==> src/rtl/fcd_pkg.sv <==
package fcd_pkg;
  typedef enum logic [2:0] {
    S_IDLE,
    S_UNL1,
    S_UNL2,
    S_PROG,
    S_ERA3,
    S_ERA4,
    S_ERA5
  } seq_state_e;

  localparam int unsigned CMP_W = 8;

  localparam logic [CMP_W-1:0] K_FIRST    = 8'hAA;
  localparam logic [CMP_W-1:0] K_SECOND   = 8'h55;
  localparam logic [CMP_W-1:0] K_PROG     = 8'hA0;
  localparam logic [CMP_W-1:0] K_ERASE    = 8'h80;
  localparam logic [CMP_W-1:0] K_ID_IN    = 8'h90;
  localparam logic [CMP_W-1:0] K_ID_OUT   = 8'hF0;
  localparam logic [CMP_W-1:0] K_CHIP     = 8'h10;
  localparam logic [CMP_W-1:0] K_MAIN     = 8'h30;
  localparam logic [CMP_W-1:0] K_LOCK     = 8'h40;
endpackage

==> src/rtl/fcd_seq.sv <==
module fcd_seq
  import fcd_pkg::*;
#(
  parameter int unsigned AW = 15,
  parameter logic [AW-1:0] ADDR_A = 15'h5555,
  parameter logic [AW-1:0] ADDR_B = 15'h2AAA,
  parameter logic [AW-1:0] BOOT_LAST = 15'h1FFF
) (
  input  logic             clk_i,
  input  logic             rst_ni,
  input  logic             wr_valid_i,
  input  logic             busy_i,
  input  logic [AW-1:0]    addr_i,
  input  logic [CMP_W-1:0] lo_i,
  input  logic             boot_lock_i,
  output logic             dec_prog_o,
  output logic             dec_erase_o,
  output logic             dec_ebt_o,
  output logic             dec_lock_o,
  output logic             id_set_o,
  output logic             id_clr_o
);
  seq_state_e state_q, state_d;
  logic wr_ok, at_a, at_b, is_exit;

  assign wr_ok   = wr_valid_i && !busy_i;
  assign at_a    = (addr_i == ADDR_A);
  assign at_b    = (addr_i == ADDR_B);
  assign is_exit = (lo_i == K_ID_OUT);

  always_comb begin
    state_d     = state_q;
    dec_prog_o  = 1'b0;
    dec_erase_o = 1'b0;
    dec_ebt_o   = 1'b0;
    dec_lock_o  = 1'b0;
    id_set_o    = 1'b0;
    id_clr_o    = 1'b0;
    if (wr_ok) begin
      state_d = S_IDLE;
      unique case (state_q)
        S_IDLE: begin
          if (at_a && lo_i == K_FIRST) state_d = S_UNL1;
          else if (is_exit)            id_clr_o = 1'b1;
        end
        S_UNL1: begin
          if (at_b && lo_i == K_SECOND) state_d = S_UNL2;
          else if (is_exit)             id_clr_o = 1'b1;
        end
        S_UNL2: begin
          if (at_a && lo_i == K_PROG)       state_d = S_PROG;
          else if (at_a && lo_i == K_ERASE) state_d = S_ERA3;
          else if (at_a && lo_i == K_ID_IN) id_set_o = 1'b1;
          else if (is_exit)                 id_clr_o = 1'b1;
        end
        S_PROG: begin
          // data word is payload here, never an exit code
          dec_prog_o = !(boot_lock_i && addr_i <= BOOT_LAST);
        end
        S_ERA3: begin
          if (at_a && lo_i == K_FIRST) state_d = S_ERA4;
          else if (is_exit)            id_clr_o = 1'b1;
        end
        S_ERA4: begin
          if (at_b && lo_i == K_SECOND) state_d = S_ERA5;
          else if (is_exit)             id_clr_o = 1'b1;
        end
        S_ERA5: begin
          if (at_a && lo_i == K_CHIP) begin
            dec_erase_o = 1'b1;
            dec_ebt_o   = !boot_lock_i;
          end else if (at_a && lo_i == K_MAIN) begin
            dec_erase_o = 1'b1;
          end else if (at_a && lo_i == K_LOCK) begin
            dec_lock_o = 1'b1;
          end else if (is_exit) begin
            id_clr_o = 1'b1;
          end
        end
        default: state_d = S_IDLE;
      endcase
    end
  end

  always_ff @(posedge clk_i or negedge rst_ni) begin
    if (!rst_ni) state_q <= S_IDLE;
    else         state_q <= state_d;
  end

  a_r10_busy_holds_state: assert property (@(posedge clk_i) disable iff (!rst_ni)
    busy_i |=> $stable(state_q));

  a_r9_prog_step_returns_idle: assert property (@(posedge clk_i) disable iff (!rst_ni)
    (state_q == S_PROG && wr_valid_i && !busy_i) |=> state_q == S_IDLE);
endmodule

==> src/rtl/fcd_mode_regs.sv <==
module fcd_mode_regs (
  input  logic clk_i,
  input  logic rst_ni,
  input  logic id_set_i,
  input  logic id_clr_i,
  input  logic lock_set_i,
  output logic id_mode_o,
  output logic boot_lock_o
);
  always_ff @(posedge clk_i or negedge rst_ni) begin
    if (!rst_ni) begin
      id_mode_o   <= 1'b0;
      boot_lock_o <= 1'b0;
    end else begin
      if (id_clr_i)      id_mode_o <= 1'b0;
      else if (id_set_i) id_mode_o <= 1'b1;
      if (lock_set_i)    boot_lock_o <= 1'b1;
    end
  end

  a_r4_lock_sticky: assert property (@(posedge clk_i) disable iff (!rst_ni)
    boot_lock_o |=> boot_lock_o);

  a_r6_id_only_by_request: assert property (@(posedge clk_i) disable iff (!rst_ni)
    (!id_set_i && !id_clr_i) |=> $stable(id_mode_o));
endmodule

==> src/rtl/fcd_out_reg.sv <==
module fcd_out_reg #(
  parameter int unsigned AW = 15,
  parameter int unsigned DW = 16
) (
  input  logic          clk_i,
  input  logic          rst_ni,
  input  logic          dec_prog_i,
  input  logic          dec_erase_i,
  input  logic          dec_ebt_i,
  input  logic          dec_lock_i,
  input  logic [AW-1:0] addr_i,
  input  logic [DW-1:0] data_i,
  output logic          prog_go_o,
  output logic          erase_go_o,
  output logic          erase_boot_o,
  output logic          lock_go_o,
  output logic [AW-1:0] op_addr_o,
  output logic [DW-1:0] op_data_o
);
  always_ff @(posedge clk_i or negedge rst_ni) begin
    if (!rst_ni) begin
      prog_go_o    <= 1'b0;
      erase_go_o   <= 1'b0;
      erase_boot_o <= 1'b0;
      lock_go_o    <= 1'b0;
      op_addr_o    <= '0;
      op_data_o    <= '0;
    end else begin
      prog_go_o    <= dec_prog_i;
      erase_go_o   <= dec_erase_i;
      erase_boot_o <= dec_erase_i && dec_ebt_i;
      lock_go_o    <= dec_lock_i;
      if (dec_prog_i) begin
        op_addr_o <= addr_i;
        op_data_o <= data_i;
      end
    end
  end

  a_r11_one_strobe: assert property (@(posedge clk_i) disable iff (!rst_ni)
    $onehot0({prog_go_o, erase_go_o, lock_go_o}));

  a_r3_boot_flag_needs_erase: assert property (@(posedge clk_i) disable iff (!rst_ni)
    erase_boot_o |-> erase_go_o);

  a_r2_single_pulse: assert property (@(posedge clk_i) disable iff (!rst_ni)
    (prog_go_o && !dec_prog_i) |=> !prog_go_o);
endmodule

==> src/rtl/fcd_id_mux.sv <==
module fcd_id_mux #(
  parameter int unsigned AW = 15,
  parameter int unsigned DW = 16,
  parameter logic [DW-1:0] MFR_CODE = 16'h00DA,
  parameter logic [DW-1:0] DEV_CODE = 16'h00BF,
  parameter logic [DW-1:0] LOCK_ON  = 16'h00FF,
  parameter logic [DW-1:0] LOCK_OFF = 16'h00FE
) (
  input  logic          id_mode_i,
  input  logic          boot_lock_i,
  input  logic [AW-1:0] rd_addr_i,
  output logic [DW-1:0] rd_data_o
);
  always_comb begin
    rd_data_o = '0;
    if (id_mode_i) begin
      if (rd_addr_i == AW'(0))      rd_data_o = MFR_CODE;
      else if (rd_addr_i == AW'(1)) rd_data_o = DEV_CODE;
      else if (rd_addr_i == AW'(2)) rd_data_o = boot_lock_i ? LOCK_ON : LOCK_OFF;
    end
  end
endmodule

==> src/rtl/flash_cmd_decoder.sv <==
module flash_cmd_decoder
  import fcd_pkg::*;
#(
  parameter int unsigned AW = 15,
  parameter int unsigned DW = 16,
  parameter logic [AW-1:0] ADDR_A = 15'h5555,
  parameter logic [AW-1:0] ADDR_B = 15'h2AAA,
  parameter logic [AW-1:0] BOOT_LAST = 15'h1FFF
) (
  input  logic          clk_i,
  input  logic          rst_ni,
  input  logic          wr_valid_i,
  input  logic [AW-1:0] wr_addr_i,
  input  logic [DW-1:0] wr_data_i,
  input  logic          busy_i,
  input  logic [AW-1:0] rd_addr_i,
  output logic [DW-1:0] id_rd_data_o,
  output logic          id_mode_o,
  output logic          boot_lock_o,
  output logic          prog_go_o,
  output logic          erase_go_o,
  output logic          erase_boot_o,
  output logic          lock_go_o,
  output logic [AW-1:0] op_addr_o,
  output logic [DW-1:0] op_data_o
);
  logic dec_prog, dec_erase, dec_ebt, dec_lock, id_set, id_clr;

  fcd_seq #(
    .AW(AW), .ADDR_A(ADDR_A), .ADDR_B(ADDR_B), .BOOT_LAST(BOOT_LAST)
  ) u_seq (
    .clk_i       (clk_i),
    .rst_ni      (rst_ni),
    .wr_valid_i  (wr_valid_i),
    .busy_i      (busy_i),
    .addr_i      (wr_addr_i),
    .lo_i        (wr_data_i[CMP_W-1:0]),
    .boot_lock_i (boot_lock_o),
    .dec_prog_o  (dec_prog),
    .dec_erase_o (dec_erase),
    .dec_ebt_o   (dec_ebt),
    .dec_lock_o  (dec_lock),
    .id_set_o    (id_set),
    .id_clr_o    (id_clr)
  );

  fcd_mode_regs u_mode (
    .clk_i       (clk_i),
    .rst_ni      (rst_ni),
    .id_set_i    (id_set),
    .id_clr_i    (id_clr),
    .lock_set_i  (dec_lock),
    .id_mode_o   (id_mode_o),
    .boot_lock_o (boot_lock_o)
  );

  fcd_out_reg #(.AW(AW), .DW(DW)) u_out (
    .clk_i        (clk_i),
    .rst_ni       (rst_ni),
    .dec_prog_i   (dec_prog),
    .dec_erase_i  (dec_erase),
    .dec_ebt_i    (dec_ebt),
    .dec_lock_i   (dec_lock),
    .addr_i       (wr_addr_i),
    .data_i       (wr_data_i),
    .prog_go_o    (prog_go_o),
    .erase_go_o   (erase_go_o),
    .erase_boot_o (erase_boot_o),
    .lock_go_o    (lock_go_o),
    .op_addr_o    (op_addr_o),
    .op_data_o    (op_data_o)
  );

  fcd_id_mux #(.AW(AW), .DW(DW)) u_id (
    .id_mode_i   (id_mode_o),
    .boot_lock_i (boot_lock_o),
    .rd_addr_i   (rd_addr_i),
    .rd_data_o   (id_rd_data_o)
  );

  a_r5_locked_prog_outside_boot: assert property (@(posedge clk_i) disable iff (!rst_ni)
    (prog_go_o && boot_lock_o) |-> (op_addr_o > BOOT_LAST));

  a_r5_locked_erase_spares_boot: assert property (@(posedge clk_i) disable iff (!rst_ni)
    (erase_go_o && $past(boot_lock_o)) |-> !erase_boot_o);

  a_r10_busy_no_start: assert property (@(posedge clk_i) disable iff (!rst_ni)
    busy_i |=> !(prog_go_o || erase_go_o || lock_go_o));

  a_r8_id_off_reads_zero: assert property (@(posedge clk_i) disable iff (!rst_ni)
    !id_mode_o |-> (id_rd_data_o == '0));
endmodule

==> config.mk <==
export PLATFORM = sky130hd
export DESIGN_NAME = flash_cmd_decoder
export DESIGN_NICKNAME = d
export VERILOG_FILES = /design/src/rtl/fcd_pkg.sv /design/src/rtl/fcd_seq.sv /design/src/rtl/fcd_mode_regs.sv /design/src/rtl/fcd_out_reg.sv /design/src/rtl/fcd_id_mux.sv /design/src/rtl/flash_cmd_decoder.sv
export SDC_FILE = /design/constraint.sdc
export NUM_CORES = 1
export LEC_CHECK = 0
export BUFFER_PORTS_ARGS = -buffer_cell sky130_fd_sc_hd__buf_2
export CAP_MARGIN = 20
export CELL_PAD_IN_SITES_DETAIL_PLACEMENT = 1
export CELL_PAD_IN_SITES_GLOBAL_PLACEMENT = 1
export CORE_AREA = 2 2 78 80
export CTS_BUF_LIST = sky130_fd_sc_hd__clkbuf_8
export CTS_CLUSTER_DIAMETER = 60
export DETAILED_ROUTE_END_ITERATION = 7
export DIE_AREA = 0 0 80 82
export PLACE_DENSITY = 0.81
export SLEW_MARGIN = 25
export SYNTH_ARGS = -nofsm -noshare
export SYNTH_HDL_FRONTEND = slang
export SYNTH_SLANG_ARGS = --single-unit
export TNS_END_PERCENT = 5
==> constraint.sdc <==
create_clock -name clk_i -period 2.1 [get_ports clk_i]
set_clock_uncertainty 0.05 [all_clocks]
set_input_delay 0.63 -clock clk_i [delete_from_list [all_inputs] [get_ports clk_i]]
set_output_delay 0.63 -clock clk_i [all_outputs]
set_load 0.02 [all_outputs]
==> After elaboration in Yosys (flattened, before gate mapping) <==
Index checks and enable logic that the tools add are counted.
{ "word_totals": {"elab_cells": 92, "output_inout_bits": 53, "in_bits": 50, "register_bits": 40} }
{ "classes": {"n_mux": 44, "reduce_logical": 19, "n_eq_ne": 19, "order_cmp": 1} }
{ "op_table": {"columns": ["operator", "count"], "rows": [
  ["$mux W16", 4],
  ["$eq A8 B8 Y1 const B", 5],
  ["$mux W1", 33],
  ["$eq A8 B7 Y1 const B", 2],
  ["$eq A15 B1 Y1 const B", 1],
  ["$eq A15 B14 Y1 const B", 1],
  ["$eq A15 B15 Y1 const B", 1],
  ["$eq A15 B2 Y1 const B", 1],
  ["$le A15 B13 Y1 const B", 1],
  ["$logic_not A15 Y1", 1],
  ["$pmux W3 S5", 1],
  ["$mux W3", 4],
  ["$logic_and A1 B1 Y1", 11],
  ["$eq A3 B3 Y1 const B", 3],
  ["$eq A8 B5 Y1 const B", 1],
  ["$eq A8 B6 Y1 const B", 1],
  ["$eq A3 B2 Y1 const B", 2],
  ["$pmux W1 S4", 1],
  ["$reduce_or A2 Y1", 2],
  ["$eq A3 B1 Y1 const B", 1],
  ["$logic_not A1 Y1", 3],
  ["$logic_not A3 Y1", 1],
  ["$mux W2", 1],
  ["$reduce_bool A2 Y1", 1]
]} }

==> Logic depth before layout (Yosys ltp) <==
Gate-level depths: netlist (run 1).
{ "logic_depth": {"ltp_word": 9, "depth_mapped": 6} }

==> Hierarchy <==
From an unflattened synthesis (run 1), not the netlist that was laid out.
{ "unflattened": {"cells_unflattened": 156, "hier_area_um2": 2033.2} }
{ "modules_own_cells": {"columns": ["module", "area_per_inst_um2", "cells_per_inst", "seq_area_each_um2", "instances"], "rows": [
  ["fcd_out_reg", 1265.0, 70, 875.8, 1],
  ["fcd_seq", 519.2, 57, 75.1, 1],
  ["fcd_id_mux", 182.7, 25, 0.0, 1],
  ["fcd_mode_regs", 66.3, 4, 50.0, 1]
]} }

==> Worst setup path before layout (run 1) <==
No wires, ideal clock.
{ "synth_timing": {"path_type": "input to output", "startpoint": "input rd_addr_i[9]", "endpoint": "output id_rd_data_o[3]", "path_slack_ps": -366, "t_arrival_ps": 1786, "cell_stages": 4, "required_time_ps": 1420, "n_path_buf": 1, "cell_sequence": "nor4_1 nand4_1 a21oi_1 buf_4"} }
{ "synth_via": {"elab_chain_len": 5} }
{ "synth_lines": {"columns": ["item", "line_no", "source"], "rows": [
  ["start: declaration", "flash_cmd_decoder.sv:16", "input logic [AW-1:0] rd_addr_i,"],
  ["$eq A15 B2 Y1", "fcd_id_mux.sv:19", "else if (rd_addr_i == AW'(2)) rd_data_o = boot_lock_i ? LOCK_ON : LOCK_OFF;"],
  ["$mux W16", "fcd_id_mux.sv:19", null],
  ["$mux W16", "fcd_id_mux.sv:18", "else if (rd_addr_i == AW'(1)) rd_data_o = DEV_CODE;"],
  ["$mux W16 (*)", "fcd_id_mux.sv:17", "if (rd_addr_i == AW'(0)) rd_data_o = MFR_CODE;"],
  ["$mux W16 (*)", "fcd_id_mux.sv:16", "if (id_mode_i) begin"],
  ["end: declaration", "flash_cmd_decoder.sv:17", "output logic [DW-1:0] id_rd_data_o,"]
]} }
Every way passes the cells marked *; elsewhere a longest branch is shown, timed or not.

==> Worst setup path in the final report (run 1) <==
{ "layout_timing": {"startpoint": "input rd_addr_i[5]", "endpoint": "output id_rd_data_o[1]"} }
Same word-level chain as after synthesis.

==> results of run 1 <==
## cells in the final DEF, fill, tap and decap left out, types with 5 or more instances in the layout
cell type / netlist / routed
buf_2: 3 / 80
buf_4: 12 / 10
buf_6: 0 / 11
clkbuf_8: 0 / 5
conb_1: 1 / 8
dfrtp_1: 40 / 40
inv_1: 5 / 6
mux2_2: 28 / 28
nand2_1: 5 / 5
nand2b_1: 7 / 7
nand4bb_1: 6 / 6
nor2_1: 8 / 8
## critical path: cells and delay by family
| kind | cells | cell delay [ns] |
|---|---|---|
| AND/OR/NAND/NOR | 2 | 0.41 |
| buffers and inverters | 3 | 0.41 |
| AO/OA/AOI/OAI | 1 | 0.18 |
## routing by layer
| metal | global-route usage [%] | vias up |
|---|---|---|
| li1 | - | 772 |
| met1 | 19.0 | 822 |
| met2 | 29.6 | 65 |
| met3 | 3.74 | 7 |
| met4 | 6.10 | 0 |
| met5 | 0 | - |
## worst max path at each step
| stage | startpoint | to | slack (ns) |
|---|---|---|---|
| after global routing | rd_addr_i[5] | id_rd_data_o[3] | -0.28 |
| after floorplan | rd_addr_i[7] | id_rd_data_o[3] | -0.21 |
| after global placement | rd_addr_i[7] | id_rd_data_o[4] | -0.19 |
| after detailed placement | rd_addr_i[9] | id_rd_data_o[3] | -0.28 |
| after CTS | rd_addr_i[10] | id_rd_data_o[3] | -0.26 |
| final | rd_addr_i[5] | id_rd_data_o[1] | -0.22 |
## sequential cells by signal, summed over array words and instances, names as in the netlist
signal              cells
u_out.op_addr_o        15
u_out.erase_go_o        1
u_out.erase_boot_o      1
u_seq.state_q           3
u_mode.boot_lock_o      1
u_out.lock_go_o         1
u_mode.id_mode_o        1
u_out.op_data_o        16
u_out.prog_go_o         1
## cell families after synthesis
group | after synthesis | share of synthesized area, %
compound gates | 13 | 4.13
buf+inv | 21 | 6.48
flops | 40 | 50.9
mux | 31 | 17.7
other cells | 1 | 0.191
simple gates | 56 | 20.6
## synth_stat cells
library cell / count
a2111oi_0: 1
a21oi_1: 5
a22oi_1: 1
and3b_1: 1
and4_1: 1
buf_2: 3
buf_4: 12
clkbuf_1: 1
conb_1: 1
dfrtp_1: 40
inv_1: 5
mux2_1: 3
mux2_2: 28
nand2_1: 5
nand2b_1: 7
nand3_1: 2
nand3b_1: 2
nand4_1: 3
nand4b_1: 3
nand4bb_1: 6
nor2_1: 8
nor3_1: 4
nor4_1: 6
nor4_2: 1
nor4_4: 1
nor4bb_1: 3
o211ai_2: 1
o21ai_0: 1
o21ai_1: 3
o21bai_1: 1
or4_4: 1
or4b_4: 1
or4bb_1: 1
## power by group
part           total, uW  internal [uW]  switching [uW]
clock                477            221             256
combinational        155           67.1            87.7
sequential           771            771           0.381
total               1400           1060             344
## through the flow
step | total power, uW | TNS (ns)
after floorplan | 844 | -1.06
after global placement | 929 | -1.30
after detailed placement | 934 | -2.07
after CTS | 1420 | -1.76
after global routing | 1460 | -2.03
final | 1400 | -1.48
## final cells by class
type                            instances  area [um2]
Multi-Input combinational cell        108         933
Tap cell                               75        93.8
Timing Repair Buffer                  102         619
Clock buffer                            5        68.8
Clock inverter                          2        8.76
Fill cell                             651        3000
Sequential cell                        40        1000
Inverter                                5        18.8
## repair_timing
| action | 4_1_cts | 5_1_grt |
|---|---|---|
| resized for setup | 17 | 3 |
| cloned | 0 | 0 |
| setup endpoints to repair | 8 | 8 |
| hold endpoints to repair | 0 | 0 |
| pin swaps | 3 | 3 |
==> flow_summary.toml, run 1 <==
[status]
status = "complete, but fails checks"
violations = "setup timing"

[routing]
drtIter0Drc = 24
drt-pass1-iter-count = 4
dr_wl_met3_um = 308
vias = 1666
vias_per_cell = 4.94
wire_per_inst_um = 15.5
drc_errors = 0
top_layer = "met4"
routed_wl_mm = 5.23
dr_wl_met2_mm = 2.77
ant_nets = 0
met1Wirelength_mm = 2.08

[place]
pre_cts_slack_ns = -0.280
port_buffers = 94
place_inst = 330
globalplace.congestion = 0.774
place_area_um2 = 2580
dp_hpwl_mm = 4.19

[worst_setup_path]
cp_cell_sequence = "buf_6, nor4_4, nand4_1, buf_6, a21oi_4, buf_6"
r2r_end = "u_out.erase_boot_o$_DFF_PN0_"
reg2reg_slack_ns = 0.30
endpoint_kind = "output pin"
path_common_cell = "buf_6"
cpMaxStageDelayCell = "nor4_4"
cp-start-kind = "input port"
rr_worst_depth = 4
regToRegStartpoint = "u_seq.state_q[0]$_DFFE_PN0P_"
worstPathMaxFanout = 4
path_class = "input port to output pin"
critPathArrivalTime_ns = 1.64
cp_data_required_time_ns = 1.42
slowest_delay_ns = 0.26

[job]
drv_cap = 0

[global_routing]
gr-total-overflow = 0
grt_pass1_wl_mm = 8.31
grt_pass1_vias = 1746
grt_max_degree = 25
antenna_found_initial = 0
grt.total_usage_pct = 16.4

[cts]
cts_max_level = 2
root_buffer = "clkbuf_8"
cts_tree = "yes"
cts_sinks = 40
cts_setup_buffers = 0
cts_buffers = 5
cts_buffer_depth = 2
clk_pin_slew_ns = 0.08
insertion_delay_ns = 0.29
ctsHoldBuffers = 0

[layout]
n_antenna_cell = 0
layout-drive-gt1-share_pct = 55.7
design_area_um2 = 2740
instances_no_fill = 337
nNetsFinal = 312
fin_util_pct = 47.8
syn_to_final_growth_pct = 39.4

[timing]
setup_viol = 8
tightest_slew_ns = 0.488
hold_viol = 0
rsz0062_at_grt = "true"
fin_crit_sh_pct = 111
drv_slew = 0
period_minus_slack_ns = 2.32
fmax_mhz = 431
max-slew-margin-rel_pct = 67.1
hold-worst-slack_ns = 0.204
setup_ws_ns = -0.221

[synth]
yosysWarningCount = 0
synth_top_area_cell = "dfrtp_1"
yosysSeqAreaShare_pct = 50.9
syn_area_per_cell_um2 = 12.1
syn-cell-area_um2 = 1970
synthTopCellsByArea = "dfrtp_1 (51%), mux2_2 (16%), buf_4 (4.6%)"
synth-seq-cells = 40
synth_cell_types = 33
yosysTopAreaCellShare_pct = 50.9
synthCells = 162

[floorplanning]
io_pins = 103
std_cell_rows = 28
initial_core_util_pct = 34.3
die_area_um2 = 6560
die_w_um = 80
core_um2 = 5750
chipHeight_um = 82

[power]
p_leak_uw = 0.00147
peakVddDrop_uv = 412
power_density_nw_per_um2 = 511

[hold_path]
min_path_type = "input port to asynchronous set/reset pin"
No activity file was read; power rests on OpenSTA's default activity.
==> inputs of run 2 (changes only) <==
--- a/config.mk
+++ b/config.mk
@@ -9,12 +9,12 @@
 export CAP_MARGIN = 20
 export CELL_PAD_IN_SITES_DETAIL_PLACEMENT = 1
 export CELL_PAD_IN_SITES_GLOBAL_PLACEMENT = 1
-export CORE_AREA = 2 2 78 80
+export CORE_AREA = 2 2 76 78
 export CTS_BUF_LIST = sky130_fd_sc_hd__clkbuf_8
 export CTS_CLUSTER_DIAMETER = 60
 export DETAILED_ROUTE_END_ITERATION = 7
-export DIE_AREA = 0 0 80 82
-export PLACE_DENSITY = 0.81
+export DIE_AREA = 0 0 78 80
+export PLACE_DENSITY = 0.84
 export SLEW_MARGIN = 25
 export SYNTH_ARGS = -nofsm -noshare
 export SYNTH_HDL_FRONTEND = slang
==> constraint.sdc (replaced) <==
create_clock -name clk_i -period 3 [get_ports clk_i]
set_clock_uncertainty 0.05 [all_clocks]
set_input_delay 0.9 -clock clk_i [delete_from_list [all_inputs] [get_ports clk_i]]
set_output_delay 0.9 -clock clk_i [all_outputs]
set_load 0.02 [all_outputs]
==> run 2 against run 1 <==
  * The run now ends clean
  * Total power decreased by 28%
  * Largest cell class unchanged
  * Sequential cell count unchanged
  * Critical endpoint is now id_rd_data_o[7]
  * Core utilization decreased by 0.095 points
  * Worst hold slack improved by 0.25 ns
  * Sequential power decreased by 30%
  * Final area decreased by 6.1%
==> flow_summary.toml, run 2 (synthesized netlist as in run 1, its figures left out) <==
[place]
port_buffers = 94
globalplace.congestion = 0.804
dp_hpwl_mm = 4.11
place_inst = 322
pre_cts_slack_ns = 0.0569

[timing]
hold_viol = 0
setup_viol = 0
fmax_mhz = 345
setup_ws_ns = 0.0973
drv_slew = 0
rsz0062_at_grt = "false"
hold-worst-slack_ns = 0.450
tightest_slew_ns = 0.899
fin_crit_sh_pct = 96.8
finalSetupTns_ns = 0
period_minus_slack_ns = 2.90
max-slew-margin-rel_pct = 40.1

[global_routing]
gr-max-usage-layer = "met2"
grt_pass1_wl_mm = 8.58
gr-total-overflow = 0
grt_max_degree = 41
grt.total_usage_pct = 17.8
use_met2_pct = 32.8
met3_usage_pct = 4.75
grt_use_met1_pct = 19.4
grt_pass1_vias = 1754
antenna_found_initial = 0

[layout]
largest_register = "u_out.op_data_o"
reg_top3 = "u_out.op_data_o: 16 flops, u_out.op_addr_o: 15 flops, u_seq.state_q: 3 flops"
layout-drive-gt1-share_pct = 54.4
nNetsFinal = 308
layout_commonest_cell = "buf_2"
syn_to_final_growth_pct = 30.9
final_cell_mix = "buf_2 (94), dfrtp_1 (40), mux2_2 (28), nor2_1 (8), conb_1 (8)"
regArea_um2 = 1000
multi_input_area_um2 = 873
n_antenna_cell = 0
largest_register_ffs = 16
instances_no_fill = 331
fillers = 635

[floorplanning]
std_cell_rows = 27
initial_core_util_pct = 36.4
io_pins = 103
core_um2 = 5410
chipHeight_um = 80
die_w_um = 78
die_area_um2 = 6240

[worst_setup_path]
worstPathMaxFanout = 4
cp-start-kind = "input port"
path_class = "input port to output pin"
endpoint_kind = "output pin"
critPathArrivalTime_ns = 1.95
cp_data_required_time_ns = 2.05

[job]
drv_cap = 0

[cts]
root_buffer = "clkbuf_8"
clk_pin_slew_ns = 0.07
insertion_delay_ns = 0.30
cts_tree = "yes"
cts_buffer_depth = 2
cts_max_level = 2
cts_buffers = 5
cts_sinks = 40
ctsHoldBuffers = 0

[routing]
drtIter0Drc = 51
drc_errors = 0
drt-pass1-iter-count = 4
wire_per_inst_um = 15.9
ant_nets = 0
routed_wl_mm = 5.27
vias = 1653
vias_per_cell = 4.99

[power]
p_leak_uw = 0.00143
power_density_nw_per_um2 = 389
power_uw = 1000
peakVddDrop_uv = 250

[hold_path]
min_path_type = "flop to flop"

[status]
status = "completed"
## run 2: changes by cell type in the layout (fill, tap and decap cells not counted), sizes merged
cell	before	now
buf	102	98
clkbuf	5	6
clkinv	1	2
inv	6	5
## run 2: critical path, stage by stage
cell and delay (ns):
buf_2 0.10, nor4_1 0.31, nand4_1 0.12, buf_4 0.18, a21oi_2 0.15, buf_2 0.19
## run 2: power by group
group          switching, uW  leakage (uW)  internal (uW)
clock                    189     0.0000510            184
sequential             0.297      0.000554            539
combinational           54.5      0.000823           36.3
## run 2: final timing paths
path / startpoint / endpoint / slack [ns] / cells after the start
worst max-delay path: rd_addr_i[12] / id_rd_data_o[7] / 0.1 / 6
worst min-delay path: u_out.op_data_o[14]$_DFFE_PN0P_ / u_out.op_data_o[14]$_DFFE_PN0P_ / 0.45 / 1
worst max register to register: u_seq.state_q[2]$_DFFE_PN0P_ / u_out.op_addr_o[4]$_DFFE_PN0P_ / 1.12 / 5
worst min register to register: u_out.op_data_o[14]$_DFFE_PN0P_ / u_out.op_data_o[14]$_DFFE_PN0P_ / 0.45 / 1
max in group asynchronous: rst_ni / u_out.erase_go_o$_DFF_PN0_ / 1.67 / 1
min in group asynchronous: rst_ni / u_out.op_addr_o[7]$_DFFE_PN0P_ / 0.68 / 1
## run 2: timing repair
item / in CTS / in global routing
endpoints found under the setup margin: 0 / 8
buffers inserted: 0 / 1
resized for setup: 0 / 1
## run 2: through the flow
| step | cell area, um2 | util (%) |
|---|---|---|
| after detailed placement | 2470 | 45.7 |
| after global routing | 2580 | 47.7 |
| after floorplan | 2000 | - |
| final | 2580 | 47.7 |
| after CTS | 2560 | 47.5 |
| after global placement | 2470 | 45.7 |
## run 2: per-layer routing
layer,vias up,share of wire [%]
met5,-,0
met2,69,53
li1,765,-
met3,11,6.8
met4,0,2.1
met1,808,38
## run 2: final cells by class
class / count / share of cell area [%]
Clock buffer: 6 / 3.21
Sequential cell: 40 / 38.9
Inverter: 5 / 0.729
Timing Repair Buffer: 98 / 19.4
Clock inverter: 2 / 0.389
Tap cell: 72 / 3.50
Multi-Input combinational cell: 108 / 33.9
==> inputs of run 3 (changes only) <==
--- a/config.mk
+++ b/config.mk
@@ -9,12 +9,12 @@
 export CAP_MARGIN = 20
 export CELL_PAD_IN_SITES_DETAIL_PLACEMENT = 1
 export CELL_PAD_IN_SITES_GLOBAL_PLACEMENT = 1
-export CORE_AREA = 2 2 76 78
-export CTS_BUF_LIST = sky130_fd_sc_hd__clkbuf_8
+export CORE_AREA = 2 2 77 79
+export CTS_BUF_LIST = sky130_fd_sc_hd__clkbuf_16
 export CTS_CLUSTER_DIAMETER = 60
 export DETAILED_ROUTE_END_ITERATION = 7
-export DIE_AREA = 0 0 78 80
-export PLACE_DENSITY = 0.84
+export DIE_AREA = 0 0 79 81
+export PLACE_DENSITY = 0.82
 export SLEW_MARGIN = 25
 export SYNTH_ARGS = -nofsm -noshare
 export SYNTH_HDL_FRONTEND = slang
==> run 3 against run 2 <==
  * Critical path depth unchanged
  * Count of clock-buffer cells in the layout down 1
  * Non-clock buffer count fell by 1
  * Worst setup slack better by 0.030 ns
  * Final area is 2.2% higher
  * Critical endpoint is now id_rd_data_o[1]
  * Critical path type unchanged
  * Maximum frequency grew 1.0%
==> flow_summary.toml, run 3 (synthesized netlist as in run 1, its figures left out) <==
[place]
dp_hpwl_mm = 3.76
port_buffers = 94
place_area_um2 = 2470
globalplace.congestion = 0.837

[routing]
drtIter0Drc = 19
vias = 1630
wire_per_inst_um = 14.9
ant_nets = 0
vias_per_cell = 4.89
drc_errors = 0
drt-pass1-iter-count = 4
routed_wl_mm = 4.95

[worst_setup_path]
rr_worst_depth = 4
path_class = "input port to output pin"
crit_buf_inv = 3
endpoint_kind = "output pin"
cp_top_family = "buffers and inverters"
critPathArrivalTime_ns = 1.92
slowest_delay_ns = 0.26
cp.depth = 6
regToRegStartpoint = "u_seq.state_q[0]$_DFFE_PN0P_"
path_common_cell = "buf_2"
cpMaxStageDelayCell = "nor4_2"
critPathLaunch = "rd_addr_i[7]"
worstPathMaxFanout = 4
cp_cell_sequence = "buf_2, nor4_2, nand4_1, buf_4, a21oi_2, buf_2"
cp-start-kind = "input port"
cp_data_required_time_ns = 2.05

[cts]
cts_buffer_depth = 2
clk_pin_slew_ns = 0.05
ctsHoldBuffers = 0
cts_tree = "yes"
insertion_delay_ns = 0.28
cts_buffers = 5
root_buffer = "clkbuf_16"
cts_sinks = 40
cts_max_level = 2

[timing]
finalSetupTns_ns = 0
fin_crit_sh_pct = 95.8
rsz0062_at_grt = "false"
fmax_mhz = 348
setup_viol = 0
hold_viol = 0
drv_slew = 0
period_minus_slack_ns = 2.87
max-slew-margin-rel_pct = 42.0
tightest_slew_ns = 0.870

[global_routing]
antenna_found_initial = 0
grt_pass1_vias = 1635
grt_max_degree = 41
grt_pass1_wl_mm = 7.71
grt.total_usage_pct = 15.6
gr-total-overflow = 0

[layout]
regArea_um2 = 1000
layout_commonest_cell = "buf_2"
syn_to_final_growth_pct = 33.8
largest_register_ffs = 16
nNetsFinal = 307
fillers = 688
final_cell_mix = "buf_2 (94), dfrtp_1 (40), mux2_2 (28), nor2_1 (8), conb_1 (8)"
layout-drive-gt1-share_pct = 54.3
reg_top3 = "u_out.op_data_o: 16 flops, u_out.op_addr_o: 15 flops, u_seq.state_q: 3 flops"
largest_register = "u_out.op_data_o"
n_antenna_cell = 0
multi_input_area_um2 = 891
design_area_um2 = 2630

[hold_path]
min_path_type = "flop to flop"
holdPathStages = 1
holdCritStartpoint = "u_out.op_addr_o[4]$_DFFE_PN0P_"

[floorplanning]
die_area_um2 = 6400
initial_core_util_pct = 34.7
io_pins = 103
std_cell_rows = 28
die_w_um = 79
chipHeight_um = 81
core_um2 = 5680

[power]
peakVddDrop_uv = 300
power_uw = 1120
p_leak_uw = 0.00145
power_density_nw_per_um2 = 426

[status]
status = "completed"

[job]
drv_cap = 0
-- run 3: where the power goes --
| group | internal, uW | total [uW] | leakage, uW | switching [uW] |
|---|---|---|---|---|
| Combinational | 36.0 | 91.7 | 0.000820 | 55.8 |
| Sequential | 540 | 541 | 0.000554 | 0.239 |
| Clock | 299 | 490 | 0.0000738 | 192 |
| Total | 875 | 1120 | 0.00145 | 248 |
-- run 3: final cells by class --
type | instances | share of cell area [%]
Clock buffer | 5 | 4.75
Timing Repair Buffer | 97 | 18.7
Clock inverter | 3 | 0.428
Sequential cell | 40 | 38.0
Tap cell | 75 | 3.56
Multi-Input combinational cell | 108 | 33.8
Inverter | 5 | 0.713
-- run 3: worst paths after layout --
check / end / slack, ns
worst max register to register: u_out.erase_boot_o$_DFF_PN0_ / 1.37
worst min register to register: u_out.op_addr_o[4]$_DFFE_PN0P_ / 0.44
min in group asynchronous: u_out.op_addr_o[8]$_DFFE_PN0P_ / 0.69
worst max-delay path: id_rd_data_o[1] / 0.13
worst min-delay path: u_out.op_addr_o[4]$_DFFE_PN0P_ / 0.44
max in group asynchronous: u_mode.id_mode_o$_DFFE_PN0P_ / 1.67
-- run 3: repair_timing --
action,in CTS,in global routing
setup buffers,0,1
endpoints found under the setup margin,0,7
gates resized for setup,0,3
-- run 3: layer usage --
| layer | global-route usage, % | share of wire [%] |
|---|---|---|
| met1 | 17.4 | 41 |
| met2 | 28.7 | 52 |
| met3 | 4.33 | 5.7 |
| met4 | 5.17 | 1.5 |
| met5 | 0 | 0 |
-- run 3: worst reg2reg max path: cells and delay by family (launching register included) --
kind / cells / cell delay (ns)
flops: 1 / 0.46
simple gates: 4 / 1.03
-- run 3: metrics by stage --
stage	instances	setup slack [ns]	hold slack (ns)	utilization (%)
floorplan	169	0.0545	0.484	-
global placement	324	0.165	0.420	43.6
detailed placement	324	0.0999	0.437	43.6
CTS	332	0.0969	0.451	46.0
global route	333	0.0206	0.466	46.4
finish	333	0.127	0.443	46.4
